**src/rtl/lw_sram_pkg.sv**
```systemverilog
package lw_sram_pkg;
  localparam int LANE_W = 9;

  typedef enum logic [1:0] {
    OP_IDLE  = 2'd0,
    OP_READ  = 2'd1,
    OP_WRITE = 2'd2
  } op_e;
endpackage

```
**src/rtl/lw_sram_ctrl.sv**
```systemverilog
// Registers the controls that are sampled together on each edge.
module lw_sram_ctrl
  import lw_sram_pkg::*;
#(
  parameter int LANES = 2,
  parameter int AW    = 5
) (
  input  logic             clk,
  input  logic             rst_n,
  input  logic             sel,
  input  logic             we,
  input  logic [LANES-1:0] be,
  input  logic [AW-1:0]    addr,
  input  logic             sleep,
  output op_e              stg_op,
  output logic [AW-1:0]    stg_addr,
  output logic [LANES-1:0] stg_be
);
  always_ff @(posedge clk or negedge rst_n) begin
    if (!rst_n) begin
      stg_op   <= OP_IDLE;
      stg_addr <= '0;
      stg_be   <= '0;
    end else if (sel && !sleep) begin
      stg_op   <= we ? OP_WRITE : OP_READ;
      stg_addr <= addr;
      stg_be   <= be;
    end else begin
      stg_op   <= OP_IDLE;
    end
  end
endmodule

```
**src/rtl/lw_sram_wbuf.sv**
```systemverilog
// One-entry posted-write buffer: commit rule and read forwarding.
module lw_sram_wbuf
  import lw_sram_pkg::*;
#(
  parameter int  LANES = 2,
  parameter int  AW    = 5,
  localparam int W     = LANES * LANE_W
) (
  input  logic             clk,
  input  logic             rst_n,
  input  op_e              stg_op,
  input  logic [AW-1:0]    stg_addr,
  input  logic [LANES-1:0] stg_be,
  input  logic [W-1:0]     wdata,
  input  logic             sleep,
  input  logic [W-1:0]     arr_word,
  output logic             cm_en,
  output logic [AW-1:0]    cm_addr,
  output logic [LANES-1:0] cm_be,
  output logic [W-1:0]     cm_data,
  output logic [W-1:0]     rd_word
);
  logic             pend_vld;
  logic [AW-1:0]    pend_addr;
  logic [LANES-1:0] pend_be;
  logic [W-1:0]     pend_data;
  logic             hit;

  // The port is free unless a read is using it. An incoming write always
  // pushes the older entry out first. Sleep holds an entry in place.
  assign cm_en   = pend_vld &&
                   ((stg_op == OP_WRITE) || (stg_op == OP_IDLE && !sleep));
  assign cm_addr = pend_addr;
  assign cm_be   = pend_be;
  assign cm_data = pend_data;
  assign hit     = pend_vld && (pend_addr == stg_addr);

  always_ff @(posedge clk or negedge rst_n) begin
    if (!rst_n) begin
      pend_vld  <= 1'b0;
      pend_addr <= '0;
      pend_be   <= '0;
      pend_data <= '0;
    end else if (stg_op == OP_WRITE) begin
      pend_vld  <= 1'b1;
      pend_addr <= stg_addr;
      pend_be   <= stg_be;
      pend_data <= wdata;
    end else if (cm_en) begin
      pend_vld  <= 1'b0;
    end
  end

  for (genvar g = 0; g < LANES; g++) begin : g_fwd
    assign rd_word[g*LANE_W +: LANE_W] = (hit && pend_be[g]) ?
        pend_data[g*LANE_W +: LANE_W] : arr_word[g*LANE_W +: LANE_W];
  end
endmodule

```
**src/rtl/lw_sram_array.sv**
```systemverilog
// Storage with per-lane write masking and an asynchronous read port.
module lw_sram_array
  import lw_sram_pkg::*;
#(
  parameter int  LANES = 2,
  parameter int  DEPTH = 32,
  parameter int  AW    = 5,
  localparam int W     = LANES * LANE_W
) (
  input  logic             clk,
  input  logic             wr_en,
  input  logic [AW-1:0]    waddr,
  input  logic [LANES-1:0] wbe,
  input  logic [W-1:0]     wdata,
  input  logic [AW-1:0]    raddr,
  output logic [W-1:0]     rword
);
  logic [W-1:0] mem [DEPTH];

  always_ff @(posedge clk) begin
    if (wr_en) begin
      for (int i = 0; i < LANES; i++) begin
        if (wbe[i]) mem[waddr][i*LANE_W +: LANE_W] <= wdata[i*LANE_W +: LANE_W];
      end
    end
  end

  assign rword = mem[raddr];
endmodule

```
**src/rtl/lw_sram.sv**
```systemverilog
module lw_sram
  import lw_sram_pkg::*;
#(
  parameter bit  WIDE      = 1'b0,
  parameter int  CAP_LANES = 64,
  localparam int LANES     = WIDE ? 4 : 2,
  localparam int W         = LANES * LANE_W,
  localparam int DEPTH     = CAP_LANES / LANES,
  localparam int AW        = $clog2(DEPTH)
) (
  input  logic             clk,
  input  logic             rst_n,
  input  logic             sel,
  input  logic             we,
  input  logic [LANES-1:0] be,
  input  logic [AW-1:0]    addr,
  input  logic [W-1:0]     wdata,
  input  logic             oe,
  input  logic             sleep,
  output logic [W-1:0]     rdata,
  output logic             rd_valid,
  output logic             rdata_drive
);
  op_e              stg_op;
  logic [AW-1:0]    stg_addr;
  logic [LANES-1:0] stg_be;
  logic             cm_en;
  logic [AW-1:0]    cm_addr;
  logic [LANES-1:0] cm_be;
  logic [W-1:0]     cm_data;
  logic [W-1:0]     arr_word;
  logic [W-1:0]     rd_word;
  logic [W-1:0]     out_q;
  logic             vld_q;

  lw_sram_ctrl #(.LANES(LANES), .AW(AW)) ctrl_i (
    .clk(clk), .rst_n(rst_n), .sel(sel), .we(we), .be(be), .addr(addr),
    .sleep(sleep), .stg_op(stg_op), .stg_addr(stg_addr), .stg_be(stg_be)
  );

  lw_sram_wbuf #(.LANES(LANES), .AW(AW)) wbuf_i (
    .clk(clk), .rst_n(rst_n), .stg_op(stg_op), .stg_addr(stg_addr),
    .stg_be(stg_be), .wdata(wdata), .sleep(sleep), .arr_word(arr_word),
    .cm_en(cm_en), .cm_addr(cm_addr), .cm_be(cm_be), .cm_data(cm_data),
    .rd_word(rd_word)
  );

  lw_sram_array #(.LANES(LANES), .DEPTH(DEPTH), .AW(AW)) array_i (
    .clk(clk), .wr_en(cm_en), .waddr(cm_addr), .wbe(cm_be), .wdata(cm_data),
    .raddr(stg_addr), .rword(arr_word)
  );

  always_ff @(posedge clk or negedge rst_n) begin
    if (!rst_n) begin
      out_q <= '0;
      vld_q <= 1'b0;
    end else begin
      vld_q <= (stg_op == OP_READ);
      if (stg_op == OP_READ) out_q <= rd_word;
    end
  end

  assign rdata       = oe ? out_q : '0;
  assign rdata_drive = oe;
  assign rd_valid    = vld_q;
endmodule

```
**config.mk**
```make
export PLATFORM = sky130hd
export DESIGN_NAME = lw_sram
export DESIGN_NICKNAME = d
export VERILOG_FILES = /design/src/rtl/lw_sram_pkg.sv /design/src/rtl/lw_sram_ctrl.sv /design/src/rtl/lw_sram_wbuf.sv /design/src/rtl/lw_sram_array.sv /design/src/rtl/lw_sram.sv
export SDC_FILE = /design/constraint.sdc
export NUM_CORES = 1
export LEC_CHECK = 0
export BUFFER_PORTS_ARGS = -buffer_cell sky130_fd_sc_hd__buf_2
export CELL_PAD_IN_SITES_DETAIL_PLACEMENT = 1
export CELL_PAD_IN_SITES_GLOBAL_PLACEMENT = 1
export CORE_MARGIN = 2
export CORE_UTILIZATION = 45
export CTS_BUF_LIST = sky130_fd_sc_hd__clkbuf_8
export DETAILED_ROUTE_END_ITERATION = 7
export PLACE_DENSITY_LB_ADDON = 0.1
export SLEW_MARGIN = 5
export SYNTH_ARGS = -nofsm -noshare
export SYNTH_HDL_FRONTEND = slang
export SYNTH_SLANG_ARGS = --single-unit
```
**constraint.sdc**
```tcl
create_clock -name clk -period 2.55 [get_ports clk]
set_input_delay 0.51 -clock clk [delete_from_list [all_inputs] [get_ports clk]]
set_output_delay 0.51 -clock clk [all_outputs]
set_load 0.005 [all_outputs]
```
# --- Word level (Yosys, flattened, before mapping) ---
# Memories as Yosys holds them, arrays and structs flattened.
# Cells that the tools add are included.
totals:
  register_bits: 54
  ramBits: 576
  in_bits: 31
  elab_cells: 36
  memories: 1
op_classes:
  eq_ne: 3
  n_mux: 13
  n_reduce_logical: 10
memory_table:
  columns: ["memory", "words", "word_bits", "read_ports", "rd_ports_with_merged_regs", "write_ports", "line_no", "text"]
  rows:
  - ["array_i.mem", 32, 18, 1, 0, 1, "lw_sram_array.sv:18", "logic [W-1:0] mem [DEPTH];"]
op_table:
  columns: ["operator", "n"]
  rows:
  - ["$mux W18", 1]
  - ["$mux W9", 2]
  - ["$mux W1", 8]
  - ["$logic_and A1 B1 Y1", 6]
  - ["$eq A5 B5 Y1", 1]
  - ["$mux W2", 2]
  - ["$eq A2 B1 Y1 const B", 1]
  - ["$eq A2 B2 Y1 const B", 1]
  - ["$logic_not A2 Y1", 1]
  - ["$reduce_bool A2 Y1", 1]
  - ["$logic_not A1 Y1", 1]
  - ["$logic_or A1 B1 Y1", 1]

# --- Logic depth before layout (Yosys ltp) ---
logic_depth:
  word_depth: 6
  depth_mapped: 10

# --- Cells and area by module ---
# From an unflattened synthesis, not the netlist that was laid out.
unflattened:
  hier_cells: 1472
  hier_area_um2: 25324.3
by_module_without_submodules:
  columns: ["module", "n_inst", "cells_each", "area_per_inst_um2", "seq_area_each_um2"]
  rows:
  - ["lw_sram_array", 1, 1305, 22805.6, 17296.6]
  - ["lw_sram_wbuf", 1, 87, 1270.0, 650.6]
  - ["lw_sram", 1, 60, 880.8, 475.5]
  - ["lw_sram_ctrl", 1, 20, 367.9, 225.2]

# --- Worst setup path after synthesis ---
# No wires, ideal clock.
synth_path:
  path_kind: "input -> register"
  start: "in sleep"
  end: "mem array_i.mem[23][10] in the netlist's numbering, enable pin"
  setup_ns: 0.374
  arrival_ns: 1.667
  required_ns: 2.176
  setup_slack_ns: 0.509
  stages: 5
  path_buffers: 0
  path_cell_list: "nor2b_1 nor3b_1 and2_1 nand3_1 nor2_1"
synth_via:
  elab_chain_len: 6
synth_lines:
  columns: ["element", "line_no", "text"]
  rows:
  - ["from (decl)", "lw_sram.sv:19", "input logic sleep,"]
  - ["$logic_not A1 Y1", "lw_sram_wbuf.sv:32", "((stg_op == OP_WRITE) || (stg_op == OP_IDLE && !sleep));"]
  - ["$logic_and A1 B1 Y1", "lw_sram_wbuf.sv:32", null]
  - ["$logic_or A1 B1 Y1", "lw_sram_wbuf.sv:32", null]
  - ["$logic_and A1 B1 Y1", "lw_sram_wbuf.sv:31", "assign cm_en = pend_vld &&"]
  - ["$mux W1", "lw_sram_array.sv:21", "if (wr_en) begin"]
  - ["$mux W1 (not written as such)", "lw_sram_array.sv:23", "if (wbe[i]) mem[waddr][i*LANE_W +: LANE_W] <= wdata[i*LANE_W +: LANE_W];"]
  - ["to (decl)", "lw_sram_array.sv:18", null]
# Every way passes these cells.

# --- Worst setup path in the final report ---
layout_path:
  start: "reg ctrl_i.stg_addr[1]"
  end: "reg out_q[7]"
layout_via:
  elab_chain_len: 4
  word_cells_on_any_way: 5
  classes_between: "eq/ne: 1; mux: 1; reduce/logical: 2; memory: 1"
layout_lines:
  columns: ["element", "line_no", "text"]
  rows:
  - ["from (decl)", "lw_sram_ctrl.sv:16", "output logic [AW-1:0] stg_addr,"]
  - ["from (signal assigned)", "lw_sram_ctrl.sv:26", "stg_addr <= addr;"]
  - ["branches (longest 3 deep; another with $mem_v2 Z32 W18)", null, null]
  - ["$mux W9 (*)", "lw_sram_wbuf.sv:55", "assign rd_word[g*LANE_W +: LANE_W] = (hit && pend_be[g]) ?"]
  - ["to (signal assigned)", "lw_sram.sv:59", "if (stg_op == OP_READ) out_q <= rd_word;"]
  - ["to (decl)", "lw_sram.sv:33", "logic [W-1:0] out_q;"]
# Mark *: on every way between the ends.
# A chain may end at the register's enable or synchronous reset.

==> results.sh <==
export IMPL_path_class="reg2reg"
export IMPL_wl_per_cell_um=27.93
export IMPL_htreeDepth=3
export IMPL_clock_path_buffers=3
export IMPL_grt_remaining_overflow=0
export IMPL_vias=13570
export IMPL_fin_crit_sh_pct=97.90
export IMPL_synth_top_area_share_pct=69.11
export IMPL_worstSetupStartpointType="flip-flop"
export IMPL_ios=51
export IMPL_area_delta_synth_final_pct=16.68
export IMPL_arrival_ns=3.05
export IMPL_min_from="wdata[17]"
export IMPL_ys_warn_count=0
export IMPL_fmax_mhz=400.6
export IMPL_power_frac_clock_pct=34.4
export IMPL_rsz0062_at_grt="false"
export IMPL_synth_async_reset_ratio_pct=8.571
export IMPL_crit_path_start="ctrl_i.stg_addr[1]"
export IMPL_tightest_slew_ns=1.110
export IMPL_drtIter0Drc=1279
export IMPL_dieWidth_um=239.8
export IMPL_setup_viol=0
export IMPL_drt_total_wl_um=67010
export IMPL_maxSlewViolCount=0
export IMPL_synth_avg_cell_area_sq_um=19.13
export IMPL_fin_nets=1596
export IMPL_vdd_drop_max_mv=0.3849
export IMPL_clk_pin_slew_ns=0.06
export IMPL_endpoint_kind="flip-flop"
export IMPL_power_density_nw_per_um2=828.3
export IMPL_slew_headroom_pct=25.98
export IMPL_hold_viol=0
export IMPL_grt_pass1_wl_um=98440
export IMPL_power_switching_mw=6.472
export IMPL_syn_inst=1308
export IMPL_fin_setup_tns_ns=0
export IMPL_root_buffer="clkbuf_8"
export IMPL_hp_class="in2reg"
export IMPL_drtAntennaViolNets=0
export IMPL_yosysTopAreaCell="edfxtp_1"
export IMPL_max_cap_violations=0
export IMPL_drive_gt1_share_pct=30.97
export IMPL_fin_util_pct=53.00
export IMPL_fp_coreArea_sq_um=55090
export IMPL_yosysSeqAreaShare_pct=74.51
export IMPL_finalClockSkew_ns=0.04647
export IMPL_drc=0
export IMPL_reg2reg_depth=6
export IMPL_leakage_nw=10.08
export IMPL_cts_tree="yes"
export IMPL_die_area_sq_um=57520
export IMPL_regToRegStartpoint="ctrl_i.stg_addr[1]"
export IMPL_required_ns=3.11
export IMPL_rows=86
export IMPL_grt_pass1_vias=14210
export IMPL_synthTopCellsByArea="edfxtp_1, mux4_2, dfrtp_1"
export IMPL_p_seq_share_pct=51.6
export IMPL_p_int_mw=17.71
export IMPL_ys_seq_elements=630
export IMPL_antenna_found_initial=1
export IMPL_grtUsageTotal_pct=24.07
export IMPL_period_minus_slack_ns=2.497
export IMPL_cts_buffers=103
export IMPL_cts_sink_count=630
export IMPL_netlist_area_sq_um=25030
export IMPL_vias_per_cell=5.657
export IMPL_io_buffers=50
export IMPL_synth_top_flop_cell="edfxtp_1"
export IMPL_syn_nets=1339
export IMPL_synth_edf_count=576
export IMPL_gp_congestion=0.7785
export IMPL_status="completed"
export IMPL_dr_pass1_iters=7
export IMPL_dieHeight_um=239.8
export IMPL_start_util_pct=45.43
export IMPL_comb_power_share_pct=14.1
export IMPL_critical_path_max_fanout=15
export IMPL_hold_depth=2
export IMPL_yosysUniqueCellTypes=59
export IMPL_clock_latency_ns=0.71
export IMPL_place_detailed_hpwl_um=43830
export IMPL_switching_share_pct=26.76
export IMPL_grt_max_degree=35
cells by family after synthesis:
family	share of synthesized area, %
XOR/XNOR	0.1750
multiplexers	14.33
AO/OA/AOI/OAI	3.745
flip-flops	74.51
AND/OR/NAND/NOR	5.009
buffers and inverters	2.230
area by class of cell:
class                      instances  area (sq um)
clock buffer                     118          1624
tap                              748         935.9
multi-input combinational        599          5838
timing repair buffer             228          1807
clock inverter                    72         324.1
fill                            5076         25890
inverter                           3         11.26
sequential                       630         18660
antenna                            1         2.502
cells in the mapped netlist, drive strengths merged, types with 4 or more instances:
| cell type | n |
|---|---|
| mux2 | 39 |
| nand2b | 13 |
| a22oi | 13 |
| edfxtp | 576 |
| mux2i | 65 |
| a2111oi | 7 |
| o21bai | 5 |
| mux4 | 110 |
| a211oi | 7 |
| o211ai | 4 |
| and2 | 23 |
| a21oi | 20 |
| nand2 | 37 |
| and3 | 12 |
| o22ai | 17 |
| dfrtp | 54 |
| or2 | 4 |
| o21ai | 14 |
| nand3b | 4 |
| xor2 | 4 |
| o22a | 5 |
| nand3 | 8 |
| nor2b | 21 |
| clkbuf | 27 |
| a221oi | 20 |
| a31oi | 5 |
| nor2 | 92 |
| buf | 49 |
| nor4 | 10 |
| nor3 | 11 |
sequential cells by signal, summed over array words and instances, names as in the netlist:
signal           count
array_i.mem        576
ctrl_i.stg_addr      5
ctrl_i.stg_be        2
ctrl_i.stg_op        2
out_q               18
rd_valid             1
wbuf_i.cm_addr       5
wbuf_i.cm_be         2
wbuf_i.cm_data      18
wbuf_i.pend_vld      1
layer usage:
layer / part of all wire [%] / routed length, um / GRT usage (%) / up-vias
li1: - / - / - / 5818
met1: 46 / 31100 / 35.70 / 7266
met2: 46 / 30720 / 36.60 / 397
met3: 5.5 / 3691 / 3.907 / 89
met4: 2.2 / 1502 / 7.755 / 0
met5: 0 / 0 / 0 / -
path summary, 6_finish.rpt:
path	end	slack, ns
worst min register to register	wbuf_i.cm_be[1]	0.51
min in group asynchronous	wbuf_i.cm_data[14]	0.48
worst max-delay path	out_q[7]	0.05
max in group asynchronous	out_q[7]	1.30
worst max register to register	out_q[7]	0.05
worst min-delay path	wbuf_i.cm_data[17]	0.06
placed cells by master (no fill, tap or decap), drive strengths merged, types with 7 or more instances in the layout:
cell type and count:
edfxtp 576, buf 215, clkbuf 118, mux4 110, nor2 92, mux2i 65, dfrtp 54, inv 45
mux2 39, nand2 37, clkinv 29, and2 23, nor2b 21, a21oi 20, a221oi 20, o22ai 17
o21ai 14, nand2b 13, a22oi 13, dlygate4sd3 13, and3 12, nor3 11, nor4 10, nand3 8
a211oi 7, a2111oi 7
repair_timing:
action	4_1_cts	5_1_grt
setup endpoints to repair	0	3
gates resized for setup	0	3
buffers inserted	0	2
hold buffers	13	0
endpoints found under the hold margin	41	0
power by group through the flow:
stage                     Combinational (mW)  Sequential [mW]  Clock, mW
after global routing                    3.64             12.5       8.94
after global placement                  3.32             12.7          0
after floorplan                         1.94             12.6          0
after CTS                               3.41             12.5       8.54
after detailed placement                3.39             12.7          0
final                                   3.40             12.5       8.32
through the flow:
stage / area [sq um] / hold WS [ns] / std cells / power, mW / worst slack [ns]
final: 29200 / 0.06035 / 2399 / 24.19 / 0.05346
after floorplan: 25030 / 0.2144 / 1308 / 14.53 / 0.5087
after global placement: 27090 / 0.4974 / 2193 / 15.99 / 0.1489
after detailed placement: 27090 / 0.5115 / 2193 / 16.07 / 0.1137
after global routing: 29200 / 0.03955 / 2399 / 25.09 / 0.01800
after CTS: 29170 / 0.0007273 / 2396 / 24.43 / 0.06444
worst max-delay path, cell delays in order, from the launching register on:
cell,delay (ns)
dfrtp_4,0.54
buf_12,0.19
nand2_1,0.14
a211oi_1,0.57
nor4_1,0.19
or4b_1,0.50
o21a_1,0.19
No activity file was read; power rests on OpenSTA's default activity.
